==> config.mk <==
export PLATFORM = sky130hd
export DESIGN_NAME = intr_file_claim
export DESIGN_NICKNAME = d
export VERILOG_FILES = /design/src/rtl/intr_file_pkg.sv /design/src/rtl/intr_pend_bank.sv /design/src/rtl/intr_top_sel.sv /design/src/rtl/intr_csr_fsm.sv /design/src/rtl/intr_file_claim.sv
export SDC_FILE = /design/constraint.sdc
export NUM_CORES = 1
export LEC_CHECK = 0
export ABC_AREA = 1
export ABC_CLOCK_PERIOD_IN_PS = 5600
export BUFFER_PORTS_ARGS = -buffer_cell sky130_fd_sc_hd__buf_4
export CAP_MARGIN = 30
export CELL_PAD_IN_SITES_DETAIL_PLACEMENT = 2
export CELL_PAD_IN_SITES_GLOBAL_PLACEMENT = 2
export CORE_MARGIN = 1
export CORE_UTILIZATION = 24
export DETAILED_ROUTE_END_ITERATION = 6
export GPL_TIMING_DRIVEN = 0
export PLACE_DENSITY_LB_ADDON = 0.1
export SLEW_MARGIN = 20
export SYNTH_ARGS = -nofsm -noshare
export SYNTH_HDL_FRONTEND = slang
export SYNTH_SLANG_ARGS = --single-unit
==> constraint.sdc <==
create_clock -name clk -period 5.6 [get_ports clk]
set_clock_uncertainty 0.05 [all_clocks]
set_input_delay 0.28 -clock clk [delete_from_list [all_inputs] [get_ports clk]]
set_output_delay 0.28 -clock clk [all_outputs]
set_load 0.05 [all_outputs]
==> src/rtl/intr_file_pkg.sv <==
package intr_file_pkg;

    localparam logic [11:0] CSR_TOP_ADDR = 12'h15C;

    typedef enum logic [1:0] {
        OP_NONE  = 2'd0,
        OP_READ  = 2'd1,
        OP_WRITE = 2'd2,
        OP_RMW   = 2'd3
    } csr_op_e;

    typedef enum logic {
        ST_IDLE = 1'b0,
        ST_RESP = 1'b1
    } resp_state_e;

endpackage

==> src/rtl/intr_pend_bank.sv <==
module intr_pend_bank #(
    parameter int NUM_IDS = 64
) (
    input  logic               clk,
    input  logic               rst_n,
    input  logic [NUM_IDS-1:0] set_vec,
    input  logic [NUM_IDS-1:0] clr_vec,
    input  logic               load_en,
    input  logic [NUM_IDS-1:0] load_vec,
    output logic [NUM_IDS-1:0] bits_q
);

    logic unused_bit0;
    assign unused_bit0 = set_vec[0] ^ clr_vec[0] ^ load_vec[0];

    assign bits_q[0] = 1'b0;

    generate
        for (genvar i = 1; i < NUM_IDS; i++) begin : g_bit
            logic bit_q;
            always_ff @(posedge clk or negedge rst_n) begin
                if (!rst_n) begin
                    bit_q <= 1'b0;
                end else if (set_vec[i]) begin
                    bit_q <= 1'b1;
                end else if (load_en) begin
                    bit_q <= load_vec[i];
                end else if (clr_vec[i]) begin
                    bit_q <= 1'b0;
                end
            end
            assign bits_q[i] = bit_q;
        end
    endgenerate

endmodule

==> src/rtl/intr_top_sel.sv <==
module intr_top_sel #(
    parameter int NUM_IDS = 64,
    parameter int ID_W    = 11
) (
    input  logic [NUM_IDS-1:0] pend,
    input  logic [NUM_IDS-1:0] en,
    input  logic [ID_W-1:0]    thr,
    output logic [ID_W-1:0]    top_id
);

    logic [NUM_IDS-1:0] qual;

    assign qual[0] = 1'b0;

    generate
        for (genvar i = 1; i < NUM_IDS; i++) begin : g_qual
            assign qual[i] = pend[i] & en[i] &
                             ((thr == '0) || (ID_W'(i) < thr));
        end
    endgenerate

    always_comb begin
        top_id = '0;
        for (int i = NUM_IDS - 1; i >= 1; i--) begin
            if (qual[i]) begin
                top_id = ID_W'(i);
            end
        end
    end

endmodule

==> src/rtl/intr_csr_fsm.sv <==
module intr_csr_fsm
    import intr_file_pkg::*;
#(
    parameter int NUM_IDS = 64,
    parameter int ID_W    = 11,
    parameter int XLEN    = 64
) (
    input  logic               clk,
    input  logic               rst_n,
    input  logic [1:0]         csr_op,
    input  logic [11:0]        csr_addr,
    input  logic [ID_W-1:0]    top_id,
    input  logic [XLEN-1:0]    top_word,
    output logic [NUM_IDS-1:0] claim_vec,
    output logic [XLEN-1:0]    rdata,
    output logic               rvalid
);

    resp_state_e state_q, state_d;
    logic [XLEN-1:0] cap_q;
    logic hit, do_claim;

    assign hit      = (csr_addr == CSR_TOP_ADDR) && (csr_op != OP_NONE);
    assign do_claim = hit && ((csr_op == OP_WRITE) || (csr_op == OP_RMW))
                      && (top_id != '0);

    generate
        for (genvar i = 0; i < NUM_IDS; i++) begin : g_claim
            assign claim_vec[i] = do_claim && (top_id == ID_W'(i));
        end
    endgenerate

    always_comb begin
        state_d = state_q;
        unique case (state_q)
            ST_IDLE: if (hit) state_d = ST_RESP;
            ST_RESP: state_d = hit ? ST_RESP : ST_IDLE;
        endcase
    end

    always_ff @(posedge clk or negedge rst_n) begin
        if (!rst_n) begin
            state_q <= ST_IDLE;
        end else begin
            state_q <= state_d;
        end
    end

    always_ff @(posedge clk or negedge rst_n) begin
        if (!rst_n) begin
            cap_q <= '0;
        end else if (hit) begin
            cap_q <= top_word;
        end
    end

    always_comb begin
        rvalid = 1'b0;
        rdata  = '0;
        unique case (state_q)
            ST_IDLE: begin
                rvalid = 1'b0;
                rdata  = '0;
            end
            ST_RESP: begin
                rvalid = 1'b1;
                rdata  = cap_q;
            end
        endcase
    end

endmodule

==> src/rtl/intr_file_claim.sv <==
module intr_file_claim #(
    parameter int NUM_IDS = 64,
    parameter int ID_W    = 11,
    parameter int XLEN    = 64
) (
    input  logic               clk,
    input  logic               rst_n,
    input  logic [1:0]         csr_op,
    input  logic [11:0]        csr_addr,
    input  logic [XLEN-1:0]    csr_wdata,
    output logic [XLEN-1:0]    csr_rdata,
    output logic               csr_rvalid,
    input  logic [NUM_IDS-1:0] msg_set,
    input  logic               pend_wr,
    input  logic [NUM_IDS-1:0] pend_wdata,
    input  logic               en_wr,
    input  logic [NUM_IDS-1:0] en_wdata,
    input  logic               thr_wr,
    input  logic [ID_W-1:0]    thr_wdata,
    output logic [XLEN-1:0]    top_o,
    output logic [NUM_IDS-1:0] pend_o
);

    localparam int ID_LSB   = 16;
    localparam int HI_PAD_W = XLEN - ID_LSB - ID_W;
    localparam int MID_PAD_W = ID_LSB - ID_W;

    logic unused_wdata;
    assign unused_wdata = ^csr_wdata;

    logic [NUM_IDS-1:0] pend_q, en_q, claim_vec;
    logic [ID_W-1:0]    thr_q, top_id;

    always_ff @(posedge clk or negedge rst_n) begin
        if (!rst_n) begin
            thr_q <= '0;
        end else if (thr_wr) begin
            thr_q <= thr_wdata;
        end
    end

    intr_pend_bank #(.NUM_IDS(NUM_IDS)) u_pend (
        .clk      (clk),
        .rst_n    (rst_n),
        .set_vec  (msg_set),
        .clr_vec  (claim_vec),
        .load_en  (pend_wr),
        .load_vec (pend_wdata),
        .bits_q   (pend_q)
    );

    intr_pend_bank #(.NUM_IDS(NUM_IDS)) u_en (
        .clk      (clk),
        .rst_n    (rst_n),
        .set_vec  ('0),
        .clr_vec  ('0),
        .load_en  (en_wr),
        .load_vec (en_wdata),
        .bits_q   (en_q)
    );

    intr_top_sel #(.NUM_IDS(NUM_IDS), .ID_W(ID_W)) u_sel (
        .pend   (pend_q),
        .en     (en_q),
        .thr    (thr_q),
        .top_id (top_id)
    );

    assign top_o = {{HI_PAD_W{1'b0}}, top_id, {MID_PAD_W{1'b0}}, top_id};

    intr_csr_fsm #(.NUM_IDS(NUM_IDS), .ID_W(ID_W), .XLEN(XLEN)) u_fsm (
        .clk       (clk),
        .rst_n     (rst_n),
        .csr_op    (csr_op),
        .csr_addr  (csr_addr),
        .top_id    (top_id),
        .top_word  (top_o),
        .claim_vec (claim_vec),
        .rdata     (csr_rdata),
        .rvalid    (csr_rvalid)
    );

    assign pend_o = pend_q;

endmodule

-- Yosys cells after proc, flatten, opt, wreduce, memory -nomap -nowiden
Index checks and enable logic that the tools add are counted.
- flip-flop bits (word level): 160
- input port bits: 286
- reductions and logical operators: 196
- equality and inequality tests: 66
- order comparisons: 63
- multiplexer cells: 255
- bitwise gates (word level): 127
- operators with widths (cell ; number):
    6-bit two-way mux ; 63
    6-bit by 11-bit < comparator with 1-bit output (first input constant) ; 32
    6-bit equality test (second input constant) ; 32
    1-bit two-way mux ; 190
    3-bit nonzero test ; 63
    5-bit by 11-bit < comparator with 1-bit output (first input constant) ; 16
    64-bit one-hot mux with 2 select lines ; 1
    1-bit bitwise AND ; 126
    6-bit by 5-bit equality test with 1-bit output (second input constant) ; 16
    4-bit by 11-bit < comparator with 1-bit output (first input constant) ; 8
    1-bit logical AND ; 66
    1-bit logical OR ; 64
    6-bit by 4-bit equality test with 1-bit output (second input constant) ; 8
    3-bit by 11-bit < comparator with 1-bit output (first input constant) ; 4
    6-bit by 3-bit equality test with 1-bit output (second input constant) ; 4
    2-bit by 11-bit < comparator with 1-bit output (first input constant) ; 2
    12-bit by 9-bit equality test with 1-bit output (second input constant) ; 1
    6-bit by 2-bit equality test with 1-bit output (second input constant) ; 2
    11-bit logical NOT ; 1
    1-bit by 11-bit < comparator with 1-bit output (first input constant) ; 1
    11-bit nonzero test ; 1
    6-bit by 1-bit equality test with 1-bit output (second input constant) ; 1
    2-bit equality test (second input constant) ; 2
    1-bit one-hot mux with 2 select lines ; 1
    2 further kinds ; 2

-- Longest topological paths before layout
- depth in word-level cells: 72
- gate-level depth with buffers: 73
- gate-level depth less buffers: 72

-- Hierarchy
From an unflattened synthesis, not the netlist that was laid out.
- cell total of the unflattened synthesis: 1858
- area total of the unflattened synthesis: 13357.8 um^2
- modules (own cells, without submodules) (module ; instances ; area an instance (um^2) ; cells each):
    intr_pend_bank ; 2 ; 3343.2 ; 394
    intr_csr_fsm ; 1 ; 4102.7 ; 614
    intr_top_sel ; 1 ; 1745.4 ; 355
    intr_file_claim ; 1 ; 823.3 ; 101

-- Least setup slack after synthesis
Ideal clock, no wire load.
- path type: flip-flop to output port
- start point: reg thr_q[1]
- end point: out top_o[16]
- data required time: 5270 ps
- slack: 723 ps
- buffers on the path: 2
- arrival: 4547 ps
- stages on the path, launching flop included: 68
- cell sequence: dfrtp_1 > nor2_4 > nand2_2 > nor2_4 > nand2_4 > nand2_2 > inv_2 > a21oi_1 > nand3_1 > nand2_1 > nand2_1 > nand2_1 > nand2_1 > nand2_1 > nand2_1 > nand2_1 > nand2_1 > nand2_1 > [... 32 more ...] > nand2_1 > nand2_1 > nand2_1 > nand2_1 > nand2_1 > nand2_1 > nand2_1 > nand2_1 > nand2_1 > nand2_1 > nand2_1 > nand2_1 > nand2_2 > nand2_4 > nand2_4 > nand2_4 > buf_6 > buf_4
- word-level cells in the longest chain between the ends: 66
- RTL lines (what ; RTL line ; text):
    start: declaration ; intr_file_claim.sv:32 ; logic [ID_W-1:0] thr_q, top_id;
    start signal: assignment ; intr_file_claim.sv:38 ; thr_q <= thr_wdata;
    6-bit by 11-bit < comparator with 1-bit output / 11-bit logical NOT (equally long branches) ; intr_top_sel.sv:18 ; ((thr == '0) || (ID_W'(i) < thr));
    1-bit logical OR ; intr_top_sel.sv:18 ;
    1-bit bitwise AND ; intr_top_sel.sv:17 ; assign qual[i] = pend[i] & en[i] &
    6-bit two-way mux (62 in a row) ; intr_top_sel.sv:25 ; if (qual[i]) begin
    6-bit two-way mux (*) ; intr_top_sel.sv:25 ;
    end: declaration ; intr_file_claim.sv:20 ; output logic [XLEN-1:0] top_o,
Every way passes the cells marked *; elsewhere a longest branch is shown, timed or not.

-- Final worst setup path
Ends and elaborated chain as after synthesis.

==> impl_metrics.toml <==
[min_path]
hold_class = "input pin to flop"

[logic_synthesis]
synth_area_mm2 = 0.00931
synth_xor_area_share_pct = 0
avgSynthCellArea_um2 = 7.96
synth_mux_area_share_pct = 7.14
synth_top_flop_cell = "dfrtp_1"
synth_compound_area_share_pct = 12.0
ys_ff_latch = 144
ys_types = 36
synth_top_area_share_pct = 38.7
synth_cells = 1170
yosys.area_share.simple_pct = 22.1
yosysSeqAreaShare_pct = 38.7
synthTopCellsByArea = "dfrtp_1, buf_4, nand2_1"
async_flop_share_pct = 100
synth_top_family_by_area = "simple AND/OR/NAND/NOR gates"
synthAdderAreaFrac_pct = 0
synth_edf_count = 0
synth_area_leader_cell = "dfrtp_1"
ys_warn_count = 0

[timing]
fmax_mhz = 164
layout_worst_path_cycle_share_pct = 109
drv_slew = 0
worst_slack_ps = -499
setup_viol = 61
min_period_ps = 6100
rsz0062_at_grt = "true"
slew_headroom_pct = 32.9
worst-slew-pin-transition_ps = 998
hold_viol = 0
setup_tns_ps = -9870

[placement]
routabilityCongestion = 0.848
dp_hpwl_mm = 36.9
dp.cells = 2092
io_buffers = 304

[clock_network]
numCtsBuffers = 17
cts_tree = "yes"
cts_buffer_depth = 2
cts_sinks = 144
clk_pin_slew_ps = 70
root_buffer = "clkbuf_16"
cts.htree.levels = 4
clk_latency_ps = 450

[routing]
wire_per_inst_um = 21.6
first_pass_iters = 4
drc = 0
vias = 10299
drtIter0Drc = 407
vias_per_cell = 4.55
drt_wl_total_mm = 48.9
detail-route-antenna-nets = 0

[die]
core_mm2 = 0.0379
initial_core_util_pct = 24.5
fp.dieW_um = 199
ios = 479
chipHeight_um = 199
placementRows = 71
die-area_mm2 = 0.0396

[power]
finalPower_w = 0.00385
leakagePower_nw = 7.46
power_density_mw_per_mm2 = 259
max-vdd-ir-drop_mv = 0.185

[cells_and_area]
final_cells = 2265
area_delta_synth_final_pct = 59.9
multiInputGateArea_mm2 = 0.00439
nNetsFinal = 2024
final-seq-area_mm2 = 0.00361
fill_cells = 4360
drive_above_1_share_pct = 37.9

[critical_path]
path_max_fanout = 5
startpoint_type = "flop"
slowest_stage = "dfrtp_2"
required_ps = 5270
critical_path_class = "flop to output pin"
setup.worst_path.end_class = "output pin"
crit_path_max_incr_delay_ps = 450
crit_top_cell = "nand2_1"
cp.arrival_ps = 5770

[flow_run]
cap_viol_max_count = 0

[grt]
overflow = 0
grt_pass1_vias = 11135
antenna_found_initial = 5
grt_usage_pct = 24.5
grt_max_degree = 89
grt_first_pass_wirelength_mm = 69.7

[run_status]
violations = "setup timing"
outcome = "finished, violations left"
worst max-delay path: cells and delay by family, from the launching register on:
| kind | cells | cell delay (ps) |
|---|---|---|
| DFF | 1 | 450 |
| AOI/OAI and AO/OA | 1 | 160 |
| buffers and inverters | 2 | 250 |
| and+or+nand+nor | 66 | 4440 |
what timing repair did:
| item | in CTS | in global routing |
|---|---|---|
| resized for setup | 33 | 39 |
| setup buffers | 28 | 5 |
| pin swaps | 11 | 8 |
| gates cloned | 1 | 0 |
| hold buffers | 104 | 0 |
| setup endpoints to repair | 68 | 68 |
| endpoints found under the hold margin | 131 | 0 |
through the flow:
| step | instance area [um2] | utilization (%) | setup WS (ps) | hold WS [ps] |
|---|---|---|---|---|
| finish | 14900 | 39.2 | -499 | 6.26 |
| global route | 14900 | 39.2 | -1100 | 6.88 |
| CTS | 14700 | 38.8 | -412 | 0.0576 |
| detailed placement | 12700 | 33.5 | -933 | 200 |
| global placement | 12600 | 33.3 | -848 | 422 |
| floorplan | 9700 | - | 723 | -65.6 |
registers in the layout (all words and copies together), names as in the netlist:
register and flops:
u_fsm.state_q 1, u_pend.g_bit.bit_q 63, u_en.g_bit.bit_q 63, u_fsm.cap_q 6, thr_q 11
cells by family (layout without fill, tap and decap cells):
logic type	after synthesis	count (layout)
AO/OA/AOI/OAI	181	181
buffers and inverters	310	786
flip-flops	144	144
multiplexers	59	59
other	1	108
AND/OR/NAND/NOR	475	476
layer usage:
metal / part of all wire, % / vias to the layer above / GRT usage (%)
met5: 0.063 / - / 0
met4: 2.9 / 4 / 8.80
met3: 5.2 / 61 / 4.73
met2: 50 / 328 / 42.5
met1: 42 / 5137 / 30.0
li1: - / 4769 / -
synth_stat cells (all sizes together) (2+ instances only):
cell type	number
nor2	96
o211ai	7
nor3	9
buf	190
nor4	3
o21bai	16
o21ai	41
clkbuf	21
a2111oi	2
a21oi	74
nand4	54
a31oi	5
nand2	273
nand3	36
dfrtp	144
inv	99
o2111ai	33
mux2	59
power by group:
part | switching [W] | internal [W] | leakage, nW
logic | 0.000796 | 0.000499 | 5.53
clock network | 0.000505 | 0.000852 | 0.323
registers | 0.0000765 | 0.00112 | 1.61
cell type report:
cell class	count	share of cell area, %
Tap cell	511	4.29
Sequential cell	144	24.2
Buffer	209	9.96
Antenna cell	3	0.0504
Multi-Input combinational cell	821	29.5
Timing Repair Buffer	446	24.9
Clock buffer	24	3.37
Inverter	99	2.53
Clock inverter	8	1.17
final timing paths:
path | cells after the start | startpoint | slack [ps] | to
worst max-delay path | 69 | thr_q[1]$_DFFE_PN0P_ | -500 | top_o[16]
worst max register to register | 65 | thr_q[1]$_DFFE_PN0P_ | -480 | u_pend.g_bit[36].bit_q$_DFFE_PN0P_
max in group asynchronous | 3 | rst_n | 4320 | u_pend.g_bit[2].bit_q$_DFFE_PN0P_
min in group asynchronous | 2 | rst_n | 320 | u_en.g_bit[59].bit_q$_DFFE_PN0P_
worst min-delay path | 3 | pend_wdata[63] | 6 | u_pend.g_bit[63].bit_q$_DFFE_PN0P_
worst min register to register | 1 | u_en.g_bit[20].bit_q$_DFFE_PN0P_ | 460 | u_en.g_bit[20].bit_q$_DFFE_PN0P_
placed cells by master (no fill, tap or decap), types with 11 or more instances in the layout:
cell           Yosys  final
clkbuf_1          21     22
inv_1             93     90
mux2_2            59     59
o21ai_1            2     11
a21oi_1           72     71
buf_6              2     12
o2111ai_1         33     33
nand3_1           36     35
dlygate4sd3_1      0    104
clkbuf_16          0     17
o21bai_1          16     15
nand4_1           52     52
nand2_1          265    259
dfrtp_1          144    140
buf_4            181    507
nor2_1            94     84
o21ai_0           39     29
conb_1             1    105
Power figures use the tool's default switching activity.
